--- src/rtl/pci_cfg_seq_pkg.sv ---
package pci_cfg_seq_pkg;
  localparam int unsigned WORD_W = 32;
  localparam int unsigned CFG_AW = 24;  // 16 MB config window

  localparam logic [3:0] SZ_16M  = 4'd4;
  localparam logic [3:0] SZ_256M = 4'd8;
  localparam logic [3:0] SZ_512M = 4'd9;
  localparam logic [2:0] CYC_CFG = 3'd5;
  localparam logic [2:0] CYC_MRM = 3'd6;

  typedef enum logic [1:0] {
    SEL_WIN0 = 2'd0,
    SEL_WIN1 = 2'd1,
    SEL_MAP1 = 2'd2
  } regw_sel_e;

  typedef enum logic [3:0] {
    ST_IDLE, ST_OPEN_W0, ST_OPEN_W1, ST_OPEN_M1, ST_ACCESS, ST_READBACK,
    ST_CLOSE_W1, ST_CLOSE_M1, ST_CLOSE_W0, ST_FINISH, ST_REJECT
  } seq_state_e;

  function automatic logic [WORD_W-1:0] win_word(logic [31:0] base, logic [3:0] sz, logic pf);
    return {base[31:20], 12'h000, sz, pf, 2'b00, 1'b1};
  endfunction

  function automatic logic [15:0] map_word(logic [31:0] pci_addr, logic [2:0] cyc);
    return {pci_addr[31:20], cyc, 1'b0};
  endfunction

  function automatic logic [WORD_W-1:0] size_mask(logic [2:0] sz);
    case (sz)
      3'd1:    return 32'h0000_00FF;
      3'd2:    return 32'h0000_FFFF;
      default: return 32'hFFFF_FFFF;
    endcase
  endfunction
endpackage

--- src/rtl/pci_cfg_req_check.sv ---
module pci_cfg_req_check #(
  parameter int unsigned IDX_W = 9
) (
  input  logic [IDX_W-1:0] bus_i,
  input  logic [IDX_W-1:0] devfn_i,
  input  logic [IDX_W-1:0] offset_i,
  input  logic [2:0]       size_i,
  output logic             legal_o
);
  localparam int unsigned HI_W = IDX_W - 8;

  logic size_ok;
  logic idx_ok;

  generate
    if (HI_W > 0) begin : g_hi
      assign idx_ok = (bus_i[IDX_W-1:8] == '0) && (devfn_i[IDX_W-1:8] == '0) &&
                      (offset_i[IDX_W-1:8] == '0);
    end else begin : g_nohi
      assign idx_ok = 1'b1;
    end
  endgenerate

  assign size_ok = (size_i == 3'd1) || (size_i == 3'd2) || (size_i == 3'd4);
  assign legal_o = idx_ok && size_ok;
endmodule

--- src/rtl/pci_cfg_addr_gen.sv ---
module pci_cfg_addr_gen
  import pci_cfg_seq_pkg::*;
(
  input  logic [7:0]        bus_i,
  input  logic [7:0]        devfn_i,
  input  logic [7:0]        offset_i,
  output logic [CFG_AW-1:0] addr_o,
  output logic [15:0]       map_o
);
  logic [4:0] slot;
  assign slot = devfn_i[7:3];

  always_comb begin
    if (bus_i == 8'd0) begin
      addr_o       = '0;
      addr_o[10:8] = devfn_i[2:0];
      addr_o[7:0]  = offset_i;
      // low slots: select bit lands inside the window offset
      for (int k = 11; k < CFG_AW; k++)
        if (32'(slot) + 32'd11 == 32'(k)) addr_o[k] = 1'b1;
      map_o = {12'h000, CYC_CFG, 1'b0};
      // high slots: select bit moves to map (map bit k = PCI addr bit k+16)
      for (int k = 8; k < 16; k++)
        if (32'(slot) == 32'(k) + 32'd5) map_o[k] = 1'b1;
    end else begin
      addr_o = {bus_i, devfn_i, offset_i};
      map_o  = {12'h000, CYC_CFG, 1'b1};
    end
  end
endmodule

--- src/rtl/pci_cfg_seq_fsm.sv ---
module pci_cfg_seq_fsm
  import pci_cfg_seq_pkg::*;
#(
  parameter logic [31:0] NPF_BASE    = 32'h4000_0000,
  parameter logic [31:0] PF_BASE     = 32'h5000_0000,
  parameter logic [31:0] CFG_BASE    = 32'h6100_0000,
  parameter logic [31:0] PF_PCI_ADDR = 32'h1000_0000
) (
  input  logic              clk_i,
  input  logic              rst_ni,
  input  logic              start_i,
  input  logic              reject_i,
  input  logic              write_i,
  input  logic [2:0]        size_i,
  input  logic [15:0]       map_i,
  output logic              busy_o,
  output logic              done_o,
  output logic              err_o,
  output logic [WORD_W-1:0] rdata_o,
  output logic              regw_valid_o,
  output logic [1:0]        regw_sel_o,
  output logic [WORD_W-1:0] regw_data_o,
  output logic              acc_valid_o,
  output logic              acc_write_o,
  input  logic              acc_ready_i,
  input  logic [WORD_W-1:0] acc_rdata_i
);
  seq_state_e state_q, state_d;
  logic       capture;

  always_comb begin
    state_d = state_q;
    case (state_q)
      ST_IDLE:     if (start_i) state_d = ST_OPEN_W0;
                   else if (reject_i) state_d = ST_REJECT;
      ST_OPEN_W0:  state_d = ST_OPEN_W1;
      ST_OPEN_W1:  state_d = ST_OPEN_M1;
      ST_OPEN_M1:  state_d = ST_ACCESS;
      ST_ACCESS:   if (acc_ready_i) state_d = write_i ? ST_READBACK : ST_CLOSE_W1;
      ST_READBACK: if (acc_ready_i) state_d = ST_CLOSE_W1;
      ST_CLOSE_W1: state_d = ST_CLOSE_M1;
      ST_CLOSE_M1: state_d = ST_CLOSE_W0;
      ST_CLOSE_W0: state_d = ST_FINISH;
      default:     state_d = ST_IDLE;
    endcase
  end

  always_ff @(posedge clk_i or negedge rst_ni) begin
    if (!rst_ni) state_q <= ST_IDLE;
    else         state_q <= state_d;
  end

  always_comb begin
    regw_valid_o = 1'b1;
    regw_sel_o   = SEL_WIN0;
    regw_data_o  = '0;
    case (state_q)
      ST_OPEN_W0:  regw_data_o = win_word(NPF_BASE, SZ_512M, 1'b0);
      ST_OPEN_W1: begin
        regw_sel_o  = SEL_WIN1;
        regw_data_o = win_word(CFG_BASE, SZ_16M, 1'b0);
      end
      ST_OPEN_M1: begin
        regw_sel_o  = SEL_MAP1;
        regw_data_o = {16'h0000, map_i};
      end
      ST_CLOSE_W1: begin
        regw_sel_o  = SEL_WIN1;
        regw_data_o = win_word(PF_BASE, SZ_256M, 1'b1);
      end
      ST_CLOSE_M1: begin
        regw_sel_o  = SEL_MAP1;
        regw_data_o = {16'h0000, map_word(PF_PCI_ADDR, CYC_MRM)};
      end
      ST_CLOSE_W0: regw_data_o = win_word(NPF_BASE, SZ_256M, 1'b0);
      default:     regw_valid_o = 1'b0;
    endcase
  end

  assign acc_valid_o = (state_q == ST_ACCESS) || (state_q == ST_READBACK);
  assign acc_write_o = (state_q == ST_ACCESS) && write_i;
  assign busy_o      = (state_q != ST_IDLE);
  assign done_o      = (state_q == ST_FINISH) || (state_q == ST_REJECT);
  assign err_o       = (state_q == ST_REJECT);

  // read data comes from the read access or the write's read-back
  assign capture = acc_valid_o && !acc_write_o && acc_ready_i;

  always_ff @(posedge clk_i or negedge rst_ni) begin
    if (!rst_ni)      rdata_o <= '0;
    else if (capture) rdata_o <= acc_rdata_i & size_mask(size_i);
  end
endmodule

--- src/rtl/pci_cfg_seq.sv ---
module pci_cfg_seq
  import pci_cfg_seq_pkg::*;
#(
  parameter int unsigned IDX_W       = 9,
  parameter logic [31:0] NPF_BASE    = 32'h4000_0000,
  parameter logic [31:0] PF_BASE     = 32'h5000_0000,
  parameter logic [31:0] CFG_BASE    = 32'h6100_0000,
  parameter logic [31:0] PF_PCI_ADDR = 32'h1000_0000
) (
  input  logic              clk_i,
  input  logic              rst_ni,
  input  logic              req_valid_i,
  input  logic              req_write_i,
  input  logic [IDX_W-1:0]  req_bus_i,
  input  logic [IDX_W-1:0]  req_devfn_i,
  input  logic [IDX_W-1:0]  req_offset_i,
  input  logic [2:0]        req_size_i,
  input  logic [31:0]       req_wdata_i,
  output logic              busy_o,
  output logic              done_o,
  output logic              err_o,
  output logic [31:0]       rdata_o,
  output logic              regw_valid_o,
  output logic [1:0]        regw_sel_o,
  output logic [31:0]       regw_data_o,
  output logic              acc_valid_o,
  output logic              acc_write_o,
  output logic [23:0]       acc_addr_o,
  output logic [2:0]        acc_size_o,
  output logic [31:0]       acc_wdata_o,
  input  logic              acc_ready_i,
  input  logic [31:0]       acc_rdata_i
);
  logic        accept, legal;
  logic [7:0]  bus_q, devfn_q, offset_q;
  logic        write_q;
  logic [2:0]  size_q;
  logic [31:0] wdata_q;
  logic [15:0] map_w;

  assign accept = req_valid_i && !busy_o;

  pci_cfg_req_check #(.IDX_W(IDX_W)) u_check (
    .bus_i    (req_bus_i),
    .devfn_i  (req_devfn_i),
    .offset_i (req_offset_i),
    .size_i   (req_size_i),
    .legal_o  (legal)
  );

  always_ff @(posedge clk_i or negedge rst_ni) begin
    if (!rst_ni) begin
      bus_q    <= '0;
      devfn_q  <= '0;
      offset_q <= '0;
      write_q  <= 1'b0;
      size_q   <= 3'd4;
      wdata_q  <= '0;
    end else if (accept && legal) begin
      bus_q    <= req_bus_i[7:0];
      devfn_q  <= req_devfn_i[7:0];
      offset_q <= req_offset_i[7:0];
      write_q  <= req_write_i;
      size_q   <= req_size_i;
      wdata_q  <= req_wdata_i;
    end
  end

  pci_cfg_addr_gen u_addr (
    .bus_i    (bus_q),
    .devfn_i  (devfn_q),
    .offset_i (offset_q),
    .addr_o   (acc_addr_o),
    .map_o    (map_w)
  );

  pci_cfg_seq_fsm #(
    .NPF_BASE    (NPF_BASE),
    .PF_BASE     (PF_BASE),
    .CFG_BASE    (CFG_BASE),
    .PF_PCI_ADDR (PF_PCI_ADDR)
  ) u_fsm (
    .clk_i        (clk_i),
    .rst_ni       (rst_ni),
    .start_i      (accept && legal),
    .reject_i     (accept && !legal),
    .write_i      (write_q),
    .size_i       (size_q),
    .map_i        (map_w),
    .busy_o       (busy_o),
    .done_o       (done_o),
    .err_o        (err_o),
    .rdata_o      (rdata_o),
    .regw_valid_o (regw_valid_o),
    .regw_sel_o   (regw_sel_o),
    .regw_data_o  (regw_data_o),
    .acc_valid_o  (acc_valid_o),
    .acc_write_o  (acc_write_o),
    .acc_ready_i  (acc_ready_i),
    .acc_rdata_i  (acc_rdata_i)
  );

  assign acc_size_o  = size_q;
  assign acc_wdata_o = wdata_q & size_mask(size_q);
endmodule

--- config.mk ---
export PLATFORM = sky130hd
export DESIGN_NAME = pci_cfg_seq
export DESIGN_NICKNAME = d
export VERILOG_FILES = /design/src/rtl/pci_cfg_seq_pkg.sv /design/src/rtl/pci_cfg_req_check.sv /design/src/rtl/pci_cfg_addr_gen.sv /design/src/rtl/pci_cfg_seq_fsm.sv /design/src/rtl/pci_cfg_seq.sv
export SDC_FILE = /design/constraint.sdc
export NUM_CORES = 1
export LEC_CHECK = 0
export ABC_AREA = 1
export BUFFER_PORTS_ARGS = -buffer_cell sky130_fd_sc_hd__buf_2
export CORE_UTILIZATION = 48
export CTS_BUF_LIST = sky130_fd_sc_hd__clkbuf_8
export DETAILED_ROUTE_END_ITERATION = 10
export GPL_ROUTABILITY_DRIVEN = 0
export PLACE_DENSITY = 0.82
export RECOVER_POWER = 100
export SYNTH_ARGS = -nofsm -noshare
export SYNTH_HDL_FRONTEND = slang
export SYNTH_SLANG_ARGS = --single-unit
--- constraint.sdc ---
create_clock -name clk_i -period 1.9 [get_ports clk_i]
set_clock_uncertainty 0.1 [all_clocks]
set_input_delay 0.095 -clock clk_i [delete_from_list [all_inputs] [get_ports clk_i]]
set_output_delay 0.095 -clock clk_i [all_outputs]
set_load 0.005 [all_outputs]
=== Word-level counts from Yosys, hierarchy flattened ===
Index checks and enable logic that the tools add are counted.

* Add/sub/neg operators: 1
* Equality and inequality tests: 39
* Multiplexer cells: 34
* Bitwise gates (word level): 5
* Reductions and logical operators: 23

{| class="wikitable"
|+ Operators with widths
! operator !! number
|-
| $eq 32x5->1 const B || 8
|-
| $pmux 31 s6 || 1
|-
| $eq 32x4->1 const B || 5
|-
| $and 32x32->32 || 2
|-
| $pmux 32 s2 || 1
|-
| $pmux 4 s9 || 1
|-
| $mux 32 || 1
|-
| $eq 5x5->1 const B || 5
|-
| $mux 24 || 1
|-
| $mux 1 || 22
|-
| $eq 4x3->1 const B || 4
|-
| $mux 16 || 1
|-
| $mux 4 || 4
|-
| $eq 5x4->1 const B || 3
|-
| $eq 4x4->1 const B || 3
|-
| $logic_and 1x1->1 || 9
|-
| $eq 4x2->1 const B || 2
|-
| $logic_not 8->1 || 1
|-
| $add 5x4->6 const B || 1
|-
| $eq 3x1->1 const B || 2
|-
| $eq 3x2->1 const B || 2
|-
| $reduce_or 6->1 || 1
|-
| $eq 4x1->1 const B || 1
|-
| $logic_not 4->1 || 1
|-
| other kinds (11) || 20
|}

* Register bits: 96
* Bits of input ports: 99
* Output and inout bits: 131
* Word-level logic and storage cells: 110

=== Longest topological paths before layout ===
* Depth after elaboration: 9
* Mapped depth: 10
* Gate-level depth less buffers: 9

=== Cells and area by module ===
Synthesis repeated with hierarchy kept, for this count alone.

* Cells, all modules: 685
* Area, all modules: 5,338.9 µm²

{| class="wikitable"
|+ Modules (own cells, without submodules)
! module !! instances !! cells an instance !! area an instance (µm²)
|-
| pci_cfg_seq || 1 || 320 || 2,592.5
|-
| pci_cfg_seq_fsm || 1 || 250 || 2,070.7
|-
| pci_cfg_addr_gen || 1 || 104 || 619.3
|-
| pci_cfg_req_check || 1 || 11 || 56.3
|}

=== Worst setup path after synthesis ===
No wires, ideal clock.

* Kind: register to register
* Start point: register size_q[2] (netlist: acc_size_o[2])
* End point: register u_fsm.rdata_o[21]
* Arrival time: 1,342 ps
* Data required time: 1,717 ps
* Setup slack: 376 ps
* Cell stages (with the launch flop): 8
* Buffers on the path: 2
* Period minus slack after synthesis: 1,524 ps
* Path through: dfstp_2 -> inv_1 -> nand3_2 -> and2_1 -> buf_2 -> buf_2 -> nand2_1 -> o21ai_0

* Longest elaborated chain between the ends: 4
* Elaborated cells between the ends (all ways): 5
* Those cells by class: 2 x eq/ne; 2 x mux; 1 x bitwise

{| class="wikitable"
|+ Ends and longest elaborated chain
! what !! line !! source
|-
| start, declared || pci_cfg_seq.sv:37 || <nowiki>logic [2:0] size_q;</nowiki>
|-
| start signal, assigned || pci_cfg_seq.sv:64 || <nowiki>size_q <= req_size_i;</nowiki>
|-
| $eq 3x2->1 / $eq 3x1->1 (equally long branches) || pci_cfg_seq_pkg.sv:31 || <nowiki>case (sz)</nowiki>
|-
| $pmux 32 s2 * || pci_cfg_seq_pkg.sv:31 ||
|-
| $mux 32 * || pci_cfg_seq_fsm.sv:91 || <nowiki>else if (capture) rdata_o <= acc_rdata_i & size_mask(size_i);</nowiki>
|-
| $and 32x32->32 * || pci_cfg_seq_fsm.sv:91 ||
|-
| end signal, assigned || pci_cfg_seq_fsm.sv:91 ||
|-
| end, declared || pci_cfg_seq_fsm.sv:19 || <nowiki>output logic [WORD_W-1:0] rdata_o,</nowiki>
|}

Mark *: on every way between the ends. The rest lies on a longest branch, timed or not. The select of a mux whose other input is x is not followed.
A chain may end at the register's enable or synchronous reset.

=== Worst setup path in the final report ===
* Start point: register devfn_q[6]
* End point: output port acc_addr_o[20]

* Longest elaborated chain between the ends: 4

{| class="wikitable"
|+ Ends and longest elaborated chain
! what !! line !! source
|-
| start, declared || pci_cfg_seq.sv:35 || <nowiki>logic [7:0] bus_q, devfn_q, offset_q;</nowiki>
|-
| start signal, assigned || pci_cfg_seq.sv:61 || <nowiki>devfn_q <= req_devfn_i[7:0];</nowiki>
|-
| $add 5x4->6 || pci_cfg_addr_gen.sv:20 || <nowiki>if (32'(slot) + 32'd11 == 32'(k)) addr_o[k] = 1'b1;</nowiki>
|-
| $eq 32x5->1 || pci_cfg_addr_gen.sv:20 ||
|-
| $mux 1 || pci_cfg_addr_gen.sv:20 ||
|-
| $mux 24 || pci_cfg_addr_gen.sv:14 || <nowiki>if (bus_i == 8'd0) begin</nowiki>
|-
| end, declared || pci_cfg_seq.sv:28 || <nowiki>output logic [23:0] acc_addr_o,</nowiki>
|}

Every way passes these cells.

==> run metrics <==
wirelength, routed=14900 microns; Gate Count Post-Synth=614; CP bufs+invs=2; initial antenna violation count=0; vias in the first global route=4847; # setup viols final=0; Slew HR=41.6%; drt wl/cell=14.2 microns; area of the multi-input gates=1940 sq um; final worst path period share=98.5%; CP Capture Type=output pin; FF+latch count, synth=96; DRC=0; pin count of the biggest net entering global routing=41; share of cells above drive strength 1=29.3%; sequential area share after synthesis=49.3%; die width=103 microns; CP Data Required Time=1700 ps; Fillers=777; core area=9820 sq um; Mapped Area=4880 sq um; slowest CP cell=dfrtp_2; Global Route Usage Sum=27.6%; actual slew at the worst max-slew pin=876 ps; worst IR drop on VDD=0.751 mV; first-pass GRT wire length=22300 microns; drt pass-1 iters=5; CP Max Fanout=9; Inst Count DP=936; flop-to-flop setup slack=90 ps; net count reported at finish=1009; Reg clk slew, reported paths=90 ps; arrival time worst endpoint=1680 ps; clk sink count=96; # H-tree levels=3; GR Overflow Total=0; Area growth syn-to-layout=45.4%; FF/Latch Area=2410 sq um; RSZ-0062 raised after global routing=true; max cap viols=0; CTS Buf Count=9; Max Freq=534 MHz; synth top area cells=dfrtp_1, nand2_1, nor2_1, a21oi_2, inv_1; antenna cells=0; Antenna Violating Nets Remaining=0; CP max stage delay=480 ps; I/O Buffers=216; FP Rows=36; synth unique cells=28; Ys Warns=0; status=finished clean; Tot Pwr=8420 uW; final setup margin=28.0 ps; final-report hold violation count=0; Finished Layout Cells=1047; io pins=230; CTS max path bufs=2; pre-CTS WS=147 ps; commonest non-fill, non-tap cell in the layout=buf_2; power density over cell area=1190 nW/um^2; clk root buf=clkbuf_8; Vias=5166; CP Launch Type=flop; CP most frequent cell=nand2_1; die extent in y=103 microns; Initial Utilization=49.7%; post-DP HPWL=8770 microns; TritonCTS clock tree=done; die area=10600 sq um; min Tclk post-route=1870 ps; Setup Crit Path Kind=reg2out; Yosys top cell by area=dfrtp_1; DR vias/cell=4.93; Worst Hold Class=in2reg; Final Max Tran Viols=0; drt initial violations=188; setup TNS=0 ps; clk_lat worst skew=350 ps; Lkg Pwr=0.00392 uW; worst-path cell chain=clkinv_2 -> o21ai_0 -> nand2_1 -> nand4_1 -> nand2_1 -> buf_2; Avg Synthesized Cell Area=7.95 sq um; CP delay by family, top=flip-flops; most frequent cells in the layout=buf_2, nand2_1, dlygate4sd3_1; post-synth top area share=48.7%
[cell type report]
cell class,instances,area share [%]
Inverter,66,3.58
Tap cell,133,2.35
Sequential cell,96,33.9
Timing Repair Buffer,330,30.2
Multi-Input combinational cell,407,27.3
Clock buffer,9,1.75
Clock inverter,6,0.882
[per-layer routing]
metal,GRT usage [%],share of wire [%],vias up
met2,48.8,53,265
met5,0,0,-
met3,5.76,5.7,65
met1,30.8,37,2368
li1,-,-,2468
met4,16.4,4.9,0
[timing repair]
action,CTS,global route
hold endpoints to repair,161,0
pin swaps,0,4
cloned,0,1
setup buffers,0,1
endpoints found under the setup margin,11,30
gates resized for setup,5,29
hold buffers,94,0
[metrics by stage]
stage	utilization [%]	hold slack [ps]	area, sq um
3_3_place_gp	60.6	-22.5	5950
5_1_grt	72.3	126	7100
2_1_floorplan	-	-301	4920
4_1_cts	72.2	92.1	7090
6_report	72.3	105	7100
3_5_place_dp	60.6	-18.2	5950
[flip-flops by register name, indices dropped and copies added, names as in the netlist]
register / count
u_fsm.rdata_o: 32
acc_size_o: 3
write_q: 1
wdata_q: 32
bus_q: 8
u_fsm.state_q: 4
offset_q: 8
devfn_q: 8
[where the power goes]
part | internal (uW) | leakage [uW] | switching (uW)
Sequential | 2840 | 0.00115 | 483
Clock | 597 | 0.0000925 | 691
Combinational | 1610 | 0.00268 | 2200
[final timing paths]
path | start | to | cells past startpoint
setup / recovery | devfn_q[6] | acc_addr_o[20] | 6
hold / removal | req_valid_i | u_fsm.state_q[1] | 5
setup reg to reg | u_fsm.state_q[0] | bus_q[4] | 7
hold reg to reg | offset_q[0] | offset_q[0] | 2
max in group asynchronous | rst_ni | u_fsm.rdata_o[27] | 3
min in group asynchronous | rst_ni | wdata_q[25] | 2
[synthesized netlist by cell type]
cell type  number
nand2_1       171
dfrtp_1        95
nor2_1         80
inv_1          62
nand3_1        40
a21oi_2        31
o21ai_0        31
buf_4          27
nand4_1        16
buf_2          14
buf_6           9
clkbuf_1        6
o21ai_1         6
a21oi_1         4
nor2_2          4
nor3_1          3
clkinv_1        2
inv_2           2
nand2_2         2
and2_1          1
and3_1          1
buf_1           1
conb_1          1
dfstp_2         1
nand3_2         1
nand3b_1        1
o211ai_2        1
o21ai_2         1
[worst min-delay path, delay by kind of cell]
family	cells	cell delay, ps
AO/OA/AOI/OAI	2	210
buffers and inverters	2	150
AND/OR/NAND/NOR	1	50
[cells by family (layout without fill, tap and decap cells)]
logic type	Yosys count	in the layout	share of synthesized area, %
compound gates	74	74	10.2
buf+inv	123	411	13.3
simple gates	320	320	27.2
flops	96	96	49.3
other cells	1	13	0.0769
No activity file was read; power rests on OpenSTA's default activity.
